$ cat src/rtl/dram_ref_pkg.sv
package dram_ref_pkg;

   typedef enum logic [2:0] {
      ST_PWRUP,
      ST_IDLE,
      ST_CAS,
      ST_BOTH,
      ST_RHOLD,
      ST_PRE
   } seq_state_t;

   // Round a nanosecond limit up to whole clock cycles, never below one.
   function automatic int unsigned ns_to_cyc(input int unsigned ns, input int unsigned period);
      int unsigned c;
      c = (ns + period - 1) / period;
      return (c == 0) ? 1 : c;
   endfunction

   function automatic int unsigned umax(input int unsigned a, input int unsigned b);
      return (a > b) ? a : b;
   endfunction

endpackage

$ cat src/rtl/dram_ref_timer.sv
module dram_ref_timer #(
   parameter int unsigned W       = 8,
   parameter int unsigned RST_VAL = 0
) (
   input  logic         clk,
   input  logic         rst_n,
   input  logic         load,
   input  logic [W-1:0] load_val,
   output logic         zero
);

   logic [W-1:0] cnt_q;

   always_ff @(posedge clk or negedge rst_n) begin
      if (!rst_n) begin
         cnt_q <= W'(RST_VAL);
      end else if (load) begin
         cnt_q <= load_val;
      end else if (cnt_q != '0) begin
         cnt_q <= cnt_q - 1'b1;
      end
   end

   assign zero = (cnt_q == '0);

endmodule

$ cat src/rtl/dram_ref_pending.sv
module dram_ref_pending #(
   parameter int unsigned DEPTH = 8
) (
   input  logic clk,
   input  logic rst_n,
   input  logic inc,
   input  logic dec,
   output logic nonzero,
   output logic overflow
);

   localparam int unsigned CW = $clog2(DEPTH + 1);
   localparam logic [CW-1:0] FULL = CW'(DEPTH);

   logic [CW-1:0] cnt_q;
   logic          ovf_q;

   always_ff @(posedge clk or negedge rst_n) begin
      if (!rst_n) begin
         cnt_q <= '0;
         ovf_q <= 1'b0;
      end else begin
         unique case ({inc, dec})
            2'b10: begin
               if (cnt_q == FULL) ovf_q <= 1'b1;
               else               cnt_q <= cnt_q + 1'b1;
            end
            2'b01: begin
               if (cnt_q != '0) cnt_q <= cnt_q - 1'b1;
            end
            default: ;
         endcase
      end
   end

   assign nonzero  = (cnt_q != '0);
   assign overflow = ovf_q;

   AST_DEC_NONEMPTY: assert property (@(posedge clk) disable iff (!rst_n)
      dec |-> (cnt_q != '0));
   AST_PEND_BOUND: assert property (@(posedge clk) disable iff (!rst_n)
      cnt_q <= FULL);
   AST_OVF_STICKY: assert property (@(posedge clk) disable iff (!rst_n)
      ovf_q |=> ovf_q);

endmodule

$ cat src/rtl/dram_ref_fsm.sv
module dram_ref_fsm
   import dram_ref_pkg::*;
#(
   parameter int unsigned N_PWRUP     = 20000,
   parameter int unsigned N_CSR       = 1,
   parameter int unsigned N_CHR       = 1,
   parameter int unsigned N_RAS       = 6,
   parameter int unsigned N_PRE       = 4,
   parameter int unsigned INIT_CYCLES = 8
) (
   input  logic clk,
   input  logic rst_n,
   input  logic grant,
   output logic ras_n,
   output logic cas_n,
   output logic we_n,
   output logic ready,
   output logic busy
);

   localparam int unsigned N_RHOLD = (N_RAS > N_CHR) ? (N_RAS - N_CHR) : 1;
   localparam int unsigned N_RASL  = N_CHR + N_RHOLD;
   localparam int unsigned MAXC    = umax(umax(N_PWRUP, N_PRE), umax(umax(N_CSR, N_CHR), N_RHOLD));
   localparam int unsigned TW      = $clog2(MAXC + 1);
   localparam int unsigned IW      = $clog2(INIT_CYCLES + 1);

   localparam logic [TW-1:0] V_CSR   = TW'(N_CSR - 1);
   localparam logic [TW-1:0] V_CHR   = TW'(N_CHR - 1);
   localparam logic [TW-1:0] V_RHOLD = TW'(N_RHOLD - 1);
   localparam logic [TW-1:0] V_PRE   = TW'(N_PRE - 1);

   seq_state_t    state_q, state_d;
   logic          tmr_load, tmr_zero;
   logic [TW-1:0] tmr_val;
   logic [IW-1:0] init_left_q;
   logic          ready_q;
   logic          ras_n_q, cas_n_q, we_n_q;
   logic          last_init;

   dram_ref_timer #(
      .W       (TW),
      .RST_VAL (N_PWRUP - 1)
   ) u_timer (
      .clk      (clk),
      .rst_n    (rst_n),
      .load     (tmr_load),
      .load_val (tmr_val),
      .zero     (tmr_zero)
   );

   assign last_init = (init_left_q <= IW'(1));

   always_comb begin
      state_d  = state_q;
      tmr_load = 1'b0;
      tmr_val  = '0;
      unique case (state_q)
         ST_PWRUP: if (tmr_zero) begin
            state_d = ST_CAS;   tmr_load = 1'b1; tmr_val = V_CSR;
         end
         ST_IDLE: if (grant) begin
            state_d = ST_CAS;   tmr_load = 1'b1; tmr_val = V_CSR;
         end
         ST_CAS: if (tmr_zero) begin
            state_d = ST_BOTH;  tmr_load = 1'b1; tmr_val = V_CHR;
         end
         ST_BOTH: if (tmr_zero) begin
            state_d = ST_RHOLD; tmr_load = 1'b1; tmr_val = V_RHOLD;
         end
         ST_RHOLD: if (tmr_zero) begin
            state_d = ST_PRE;   tmr_load = 1'b1; tmr_val = V_PRE;
         end
         ST_PRE: if (tmr_zero) begin
            if (!ready_q && !last_init) begin
               state_d = ST_CAS; tmr_load = 1'b1; tmr_val = V_CSR;
            end else begin
               state_d = ST_IDLE;
            end
         end
         default: state_d = ST_IDLE;
      endcase
   end

   always_ff @(posedge clk or negedge rst_n) begin
      if (!rst_n) begin
         state_q     <= ST_PWRUP;
         init_left_q <= IW'(INIT_CYCLES);
         ready_q     <= 1'b0;
         ras_n_q     <= 1'b1;
         cas_n_q     <= 1'b1;
         we_n_q      <= 1'b1;
      end else begin
         state_q <= state_d;
         ras_n_q <= !(state_d == ST_BOTH || state_d == ST_RHOLD);
         cas_n_q <= !(state_d == ST_CAS  || state_d == ST_BOTH);
         we_n_q  <= 1'b1;
         if (state_q == ST_PRE && tmr_zero && !ready_q) begin
            if (last_init) ready_q <= 1'b1;
            else           init_left_q <= init_left_q - 1'b1;
         end
      end
   end

   assign ras_n = ras_n_q;
   assign cas_n = cas_n_q;
   assign we_n  = we_n_q;
   assign ready = ready_q;
   assign busy  = (state_q != ST_IDLE);

   // Run-length counters for the strobe-width checks.
   logic [31:0] ras_lo_len, ras_hi_len;
   logic        ras_seen_q;

   always_ff @(posedge clk or negedge rst_n) begin
      if (!rst_n) begin
         ras_lo_len <= '0;
         ras_hi_len <= '0;
         ras_seen_q <= 1'b0;
      end else begin
         ras_lo_len <= ras_n_q ? '0 : ras_lo_len + 1'b1;
         ras_hi_len <= ras_n_q ? ras_hi_len + 1'b1 : '0;
         if (!ras_n_q) ras_seen_q <= 1'b1;
      end
   end

   AST_CAS_LEADS_RAS: assert property (@(posedge clk) disable iff (!rst_n)
      $fell(ras_n_q) |-> (!cas_n_q && $past(!cas_n_q)));
   AST_CAS_RISE_UNDER_RAS: assert property (@(posedge clk) disable iff (!rst_n)
      $rose(cas_n_q) |-> !ras_n_q);
   AST_RAS_WIDTH: assert property (@(posedge clk) disable iff (!rst_n)
      $rose(ras_n_q) |-> (ras_lo_len >= 32'(N_RASL)));
   AST_RAS_PRECHARGE: assert property (@(posedge clk) disable iff (!rst_n)
      ($fell(ras_n_q) && ras_seen_q) |-> (ras_hi_len >= 32'(N_PRE)));
   AST_READY_STICKY: assert property (@(posedge clk) disable iff (!rst_n)
      ready_q |=> ready_q);
   AST_NO_STROBE_IDLE: assert property (@(posedge clk) disable iff (!rst_n)
      (state_q == ST_IDLE) |-> (ras_n_q && cas_n_q));

endmodule

$ cat src/rtl/dram_refresh_seq.sv
module dram_refresh_seq
   import dram_ref_pkg::*;
#(
   parameter int unsigned CLK_PERIOD_NS = 10,
   parameter int unsigned PWRUP_NS      = 200000,
   parameter int unsigned INIT_CYCLES   = 8,
   parameter int unsigned PEND_DEPTH    = 8,
   parameter int unsigned T_CSR_NS      = 5,
   parameter int unsigned T_CHR_NS      = 10,
   parameter int unsigned T_RAS_NS      = 60,
   parameter int unsigned T_RP_NS       = 40,
   parameter int unsigned T_RPC_NS      = 5
) (
   input  logic clk,
   input  logic rst_n,
   input  logic refresh_tick,
   input  logic ref_ack,
   output logic ref_req,
   output logic busy,
   output logic ready,
   output logic overflow,
   output logic ras_n,
   output logic cas_n,
   output logic we_n
);

   localparam int unsigned N_PWRUP = ns_to_cyc(PWRUP_NS, CLK_PERIOD_NS);
   localparam int unsigned N_CSR   = ns_to_cyc(T_CSR_NS, CLK_PERIOD_NS);
   localparam int unsigned N_CHR   = ns_to_cyc(T_CHR_NS, CLK_PERIOD_NS);
   localparam int unsigned N_RAS   = ns_to_cyc(T_RAS_NS, CLK_PERIOD_NS);
   localparam int unsigned N_PRE   = umax(ns_to_cyc(T_RP_NS, CLK_PERIOD_NS),
                                          ns_to_cyc(T_RPC_NS, CLK_PERIOD_NS));

   initial begin
      assert (CLK_PERIOD_NS > 0) else $error("CLK_PERIOD_NS must be non-zero");
      assert (INIT_CYCLES > 0)   else $error("INIT_CYCLES must be non-zero");
      assert (PEND_DEPTH > 0)    else $error("PEND_DEPTH must be non-zero");
   end

   logic busy_w, ready_w, pend_nz, grant;

   dram_ref_fsm #(
      .N_PWRUP     (N_PWRUP),
      .N_CSR       (N_CSR),
      .N_CHR       (N_CHR),
      .N_RAS       (N_RAS),
      .N_PRE       (N_PRE),
      .INIT_CYCLES (INIT_CYCLES)
   ) u_fsm (
      .clk   (clk),
      .rst_n (rst_n),
      .grant (grant),
      .ras_n (ras_n),
      .cas_n (cas_n),
      .we_n  (we_n),
      .ready (ready_w),
      .busy  (busy_w)
   );

   dram_ref_pending #(
      .DEPTH (PEND_DEPTH)
   ) u_pend (
      .clk      (clk),
      .rst_n    (rst_n),
      .inc      (refresh_tick & ready_w),
      .dec      (grant),
      .nonzero  (pend_nz),
      .overflow (overflow)
   );

   assign ref_req = ready_w & ~busy_w & pend_nz;
   assign grant   = ref_req & ref_ack;
   assign busy    = busy_w;
   assign ready   = ready_w;

   AST_REQ_HELD: assert property (@(posedge clk) disable iff (!rst_n)
      (ref_req && !ref_ack) |=> ref_req);
   AST_GRANT_STARTS: assert property (@(posedge clk) disable iff (!rst_n)
      grant |=> (!cas_n && ras_n && busy));
   AST_NO_REQ_EARLY: assert property (@(posedge clk) disable iff (!rst_n)
      !ready |-> !ref_req);
   AST_WE_HIGH_AT_RAS: assert property (@(posedge clk) disable iff (!rst_n)
      $fell(ras_n) |-> (we_n && $past(we_n)));

endmodule

$ cat config.mk
export PLATFORM = sky130hd
export DESIGN_NAME = dram_refresh_seq
export DESIGN_NICKNAME = d
export VERILOG_FILES = /design/src/rtl/dram_ref_pkg.sv /design/src/rtl/dram_ref_timer.sv /design/src/rtl/dram_ref_pending.sv /design/src/rtl/dram_ref_fsm.sv /design/src/rtl/dram_refresh_seq.sv
export SDC_FILE = /design/constraint.sdc
export NUM_CORES = 1
export LEC_CHECK = 0
export BUFFER_PORTS_ARGS = -buffer_cell sky130_fd_sc_hd__buf_2
export CAP_MARGIN = 10
export CORE_MARGIN = 2
export CORE_UTILIZATION = 47
export DETAILED_ROUTE_END_ITERATION = 8
export PLACE_DENSITY = 0.63
export SLEW_MARGIN = 30
export SYNTH_ARGS = -nofsm -noshare
export SYNTH_HDL_FRONTEND = slang
export SYNTH_SLANG_ARGS = --single-unit
$ cat constraint.sdc
create_clock -name clk -period 3 [get_ports clk]
set_input_delay 0.6 -clock clk [delete_from_list [all_inputs] [get_ports clk]]
set_output_delay 0.6 -clock clk [all_outputs]
set_load 0.01 [all_outputs]
After elaboration in Yosys (flattened, before gate mapping) --
Cells that the tools add are included.
Cells by class: div/mod/pow operators 0, multipliers 0, add/subtract/negate cells 4, equality and inequality tests 14, bitwise gates (word level) 6, muxes and demuxes 21, shift-type cells 0, reduce and logical (&&, ||, !) cells 20, magnitude comparators 1
Operator list (count):
- 15-bit 2-to-1 mux | 2
- 15-bit one-hot mux with 2 select lines | 1
- 3-bit 2-to-1 mux | 7
- 3-bit one-hot mux with 6 select lines | 1
- 15-bit logical NOT | 1
- 15-bit nonzero test | 1
- 15-bit by 1-bit subtractor with 15-bit output, second input constant | 1
- 3-bit by 2-bit equality test with 1-bit output, second input constant | 4
- 3-bit equality test, second input constant | 3
- 4-bit 2-to-1 mux | 2
- 4-bit one-hot mux with 2 select lines | 1
- 4-bit by 1-bit subtractor with 4-bit output, second input constant | 2
- 2-bit AND reduction | 3
- 4-bit by 1-bit adder with 4-bit output, second input constant | 1
- 1-bit AND | 4
- 4-bit equality test, second input constant | 1
- 4-bit by 1-bit <= comparator with 1-bit output, second input constant | 1
- 1-bit logical NOT | 4
- 1-bit 2-to-1 mux | 4
- 2-bit 2-to-1 mux | 2
- 2-bit inequality test, second input constant | 2
- 2-bit nonzero test | 2
- 4-bit nonzero test | 1
- 4-bit OR reduction | 1
- other kinds (10) | 14
Word-level totals: flip-flop bits (word level) 30, latch bits 0, bits in writable memories 0, bits of input ports 4, output and inout port bits 7, memories kept 0, bits in read-only memories 0

Depth between registers and ports, before layout --
depth after elaboration 10, depth in mapped cells 11, depth with buffers taken out 10

Modules after synthesis --
A second synthesis with hierarchy kept.
Unflattened totals: cell total of the unflattened synthesis 177, area, all modules 1791.7 um^2
Modules (own cells, without submodules):
- dram_ref_timer | times used 1, seq. area each 386.6 um^2, cells each 79, area each 840.8 um^2
- dram_ref_fsm | times used 1, seq. area each 254.0 um^2, cells each 64, area each 588.1 um^2
- dram_ref_pending | times used 1, seq. area each 125.1 um^2, cells each 31, area each 336.6 um^2
- dram_refresh_seq | times used 1, seq. area each 0.0 um^2, cells each 3, area each 26.3 um^2

Worst setup path before layout --
OpenSTA, ideal clock, no wires.
path kind reg-to-reg, from reg u_pend.cnt_q[1], to reg u_pend.cnt_q[3], data arrival time 2.495 ns, clock period less this slack 2.619 ns, slack 0.381 ns, stages on the path, launching flop included 12, buffers on the path 1, path through dfrtp_1 or4_1 and4_1 buf_1 nand2_1 inv_2 ha_1 a21o_1 a21oi_1 and3_1 o21ai_0 o31a_1
Between the ends: longest elaborated chain between the ends 6, elaborated cells between the ends (all ways) 15, those cells by class add/sub (2); eq/ne (5); mux (3); bitwise (2); reduce/logical (3)
Ends and longest elaborated chain:
- from (decl) | line dram_ref_pending.sv:15 | logic [CW-1:0] cnt_q;
- from (signal assigned) | line dram_ref_pending.sv:26 | else cnt_q <= cnt_q + 1'b1;
- from (signal assigned) | line dram_ref_pending.sv:29 | if (cnt_q != '0) cnt_q <= cnt_q - 1'b1;
- 4-bit nonzero test | line dram_ref_pending.sv:29, dram_ref_pending.sv:36
- 1-bit AND | line dram_refresh_seq.sv:71 | assign ref_req = ready_w & ~busy_w & pend_nz;
- 1-bit AND | line dram_refresh_seq.sv:72 | assign grant = ref_req & ref_ack;
- 2-bit equality test or 2-bit by 1-bit equality test with 1-bit output (tied branches) | line dram_ref_pending.sv:23 | unique case ({inc, dec})
- 2-bit inequality test (no source line) or 2-bit nonzero test (tied branches)
- 3-bit AND reduction (no source line)
Several ways; a longest one is shown, not always the timed one. The select of a mux whose other input is x is not followed. A chain may end at the register's enable or synchronous reset.

Worst setup path in the final report --
Same ends and word-level chain as after synthesis.

==> impl_metrics.py <==
metrics = {
    "run_status": {
        "status": "completed",
    },
    "placed_design": {
        "dp_hpwl_um": 2318,
        "portBuffers": 9,
        "place_ws_ns": 0.2607,
        "place_congestion": 0.7966,
    },
    "floorplan": {
        "core_area_um2": 3416,
        "io_pins": 11,
        "die-width_um": 64.13,
        "rows": 21,
        "fp.dieArea_um2": 4112,
        "die_h_um": 64.13,
        "start_util_pct": 49.74,
    },
    "global_routing": {
        "met1_usage_pct": 22.97,
        "overflow": 0,
        "use_met2_pct": 27.34,
        "grt_pass1_vias": 1273,
        "grt_use_total_pct": 17.26,
        "grt_use_met3_pct": 4.754,
        "antenna_found_initial": 0,
        "grt_first_pass_wirelength_um": 5609,
        "grt_max_degree": 31,
        "top_usage_layer": "met2",
    },
    "sta": {
        "setup_violations": 0,
        "fmax_mhz": 355.4,
        "hold_viol": 0,
        "min_period_over_period_pct": 93.80,
        "drv_slew": 0,
        "fin_crit_ns": 2.814,
        "rsz0062_at_grt": "no",
        "worst_pin_slew_ns": 0.6557,
        "setup_ws_ns": 0.1861,
        "slew_headroom_pct": 55.93,
        "clock_skew_ns": 0.01287,
        "tns_ns": 0,
    },
    "final_layout": {
        "layout_commonest_cell": "nor2_1",
        "ff_latch_area_um2": 765.7,
        "synthToLayoutAreaGrowth_pct": 9.941,
        "final_cell_mix": "nor2_1 (23), dfrtp_1 (18), nand2_1 (12), dfstp_2 (12)",
        "nNetsFinal": 205,
        "nFillCells": 314,
        "antenna_cells": 0,
        "drive_gt1_share_pct": 20.92,
        "utilization_pct": 54.69,
        "multi_input_area_um2": 864.6,
    },
    "min_path": {
        "hold_class": "in2async",
    },
    "clocking": {
        "cts_buffer_depth": 2,
        "root_buffer": "clkbuf_4",
        "cts.hold.buffers_added": 0,
        "cts_tree": "built",
        "htreeDepth": 2,
        "insertion_delay_ns": 0.32,
        "cts.sinks": 30,
        "numCtsBuffers": 5,
        "path_clk_slew_ns": 0.10,
    },
    "yosys": {
        "synth_seq_area_share_pct": 45.07,
        "ys.flop_type": "dfrtp_1",
        "avgSynthCellArea_um2": 9.387,
        "syn-num-nets": 191,
        "synth.distinct_cells": 46,
        "syn-cell-area_um2": 1699,
        "async_flop_share_pct": 100.0,
        "synth_warnings": 0,
        "yosys_register_bits": 30,
        "synth.top_cell.area_share_pct": 26.51,
        "synth_edf_count": 0,
        "yosysTopAreaCell": "dfrtp_1",
        "synthCells": 181,
        "yosys-top-cells-area": "dfrtp_1 (27%), dfstp_2 (19%), nor2_1 (5.1%)",
    },
    "power": {
        "power.density_nw_per_um2": 353.4,
        "ir_drop_mv": 0.2492,
        "total_power_w": 0.0006601,
        "power_leakage_nw": 0.7524,
    },
    "detailed_routing": {
        "wl_um": 3169,
        "via_per_inst": 5.533,
        "num_vias": 1339,
        "drt_first_pass_iters": 4,
        "drtIter0Drc": 41,
        "ant_nets": 0,
        "drc": 0,
        "avgRoutedWirePerCell_um": 13.10,
    },
    "setup_path": {
        "critPathKind": "reg2reg",
        "crit_path_end_kind": "flip-flop",
        "startpoint_type": "flip-flop",
        "cp_max_fo": 8,
        "slowest_stage": "or4_1",
        "cp_top_family": "simple AND/OR/NAND/NOR gates",
        "path_cells": "or4_1 -> and4_1 -> nand2_1 -> inv_2 -> ha_1 -> a21o_1 -> a21oi_1 -> and3_1 -> o21ai_0 -> o31a_1",
        "slowest_delay_ns": 0.59,
        "crit_required_ns": 3.20,
        "critPathBufInv": 1,
        "cp.arrival_ns": 3.01,
    },
    "flow_run": {
        "maxCapViolCount": 0,
    },
}
## cells in the mapped netlist (all sizes together), types with 3 or more instances
library cell / count
inv: 12
nand2: 12
nand4: 3
nor3: 10
o21ai: 9
dfrtp: 18
nor4: 7
nor3b: 3
xor2: 3
a21oi: 11
or4: 3
dfstp: 12
buf: 4
xnor2: 9
ha: 5
nor2: 23
o2bb2ai: 3
or3: 5
nand3: 5
## routing by layer
metal / wire [um] / vias up / share of wire, %
met2: 1527 / 20 / 48
met5: 0 / - / 0
li1: - / 669 / -
met4: 18 / 0 / 0.57
met1: 1509 / 646 / 48
met3: 113 / 4 / 3.6
## where the power goes
part           internal [W]  switching [W]
logic            0.00000147     0.00000868
registers          0.000405              0
clock network      0.000113       0.000132
## layout make-up
| class | instances | share of cell area (%) |
|---|---|---|
| inverter | 12 | 2.411 |
| tap | 46 | 3.081 |
| multi-input combinational | 133 | 46.28 |
| clock inverter | 1 | 0.2679 |
| clock buffer | 7 | 2.947 |
| sequential | 30 | 40.99 |
| timing repair buffer | 13 | 4.019 |
## stage by stage
step,instance area (um2),hold WS (ns),cells
final,1868,0.2891,242
after global placement,1803,0.4591,234
after detailed placement,1803,0.4763,234
after global routing,1868,0.3409,242
after floorplan,1699,0.3044,181
after CTS,1863,0.3080,242
## cell families after synthesis
group / after synthesis / share of synthesized area (%)
and+or+nand+nor: 79 / 25.33
AOI/OAI and AO/OA: 33 / 12.74
DFF: 30 / 45.07
buffers and inverters: 18 / 4.345
xor gates and xnor gates: 12 / 6.186
adders and majority gates: 6 / 4.860
muxes: 2 / 1.252
other: 1 / 0.2207
## timing repair
item                                    4_1_cts  5_1_grt
endpoints found under the setup margin        0        1
resized for setup                             0        1
buffers inserted                              0        0
## worst paths after layout
kind / startpoint / end / depth (start not counted) / slack (ns)
min in group clk: u_pend.overflow$_DFFE_PN0P_ / u_pend.overflow$_DFFE_PN0P_ / 1 / 0.50
worst min-delay path: rst_n / u_fsm.u_timer.cnt_q[5]$_DFFE_PN0P_ / 1 / 0.29
worst max-delay path: u_pend.cnt_q[1]$_DFFE_PN0P_ / u_pend.cnt_q[3]$_DFFE_PN0P_ / 10 / 0.19
worst max register to register: u_pend.cnt_q[1]$_DFFE_PN0P_ / u_pend.cnt_q[3]$_DFFE_PN0P_ / 10 / 0.19
worst min register to register: u_pend.overflow$_DFFE_PN0P_ / u_pend.overflow$_DFFE_PN0P_ / 1 / 0.50
max in group asynchronous: rst_n / u_pend.cnt_q[3]$_DFFE_PN0P_ / 1 / 2.29
## flip-flops by register name (all words and copies together), names as in the netlist
name                 count
u_fsm.cas_n              1
u_fsm.init_left_q        4
u_fsm.ras_n              1
u_fsm.ready              1
u_fsm.state_q            3
u_fsm.u_timer.cnt_q     15
u_pend.cnt_q             4
u_pend.overflow          1
(Power assumes the default switching activity.)
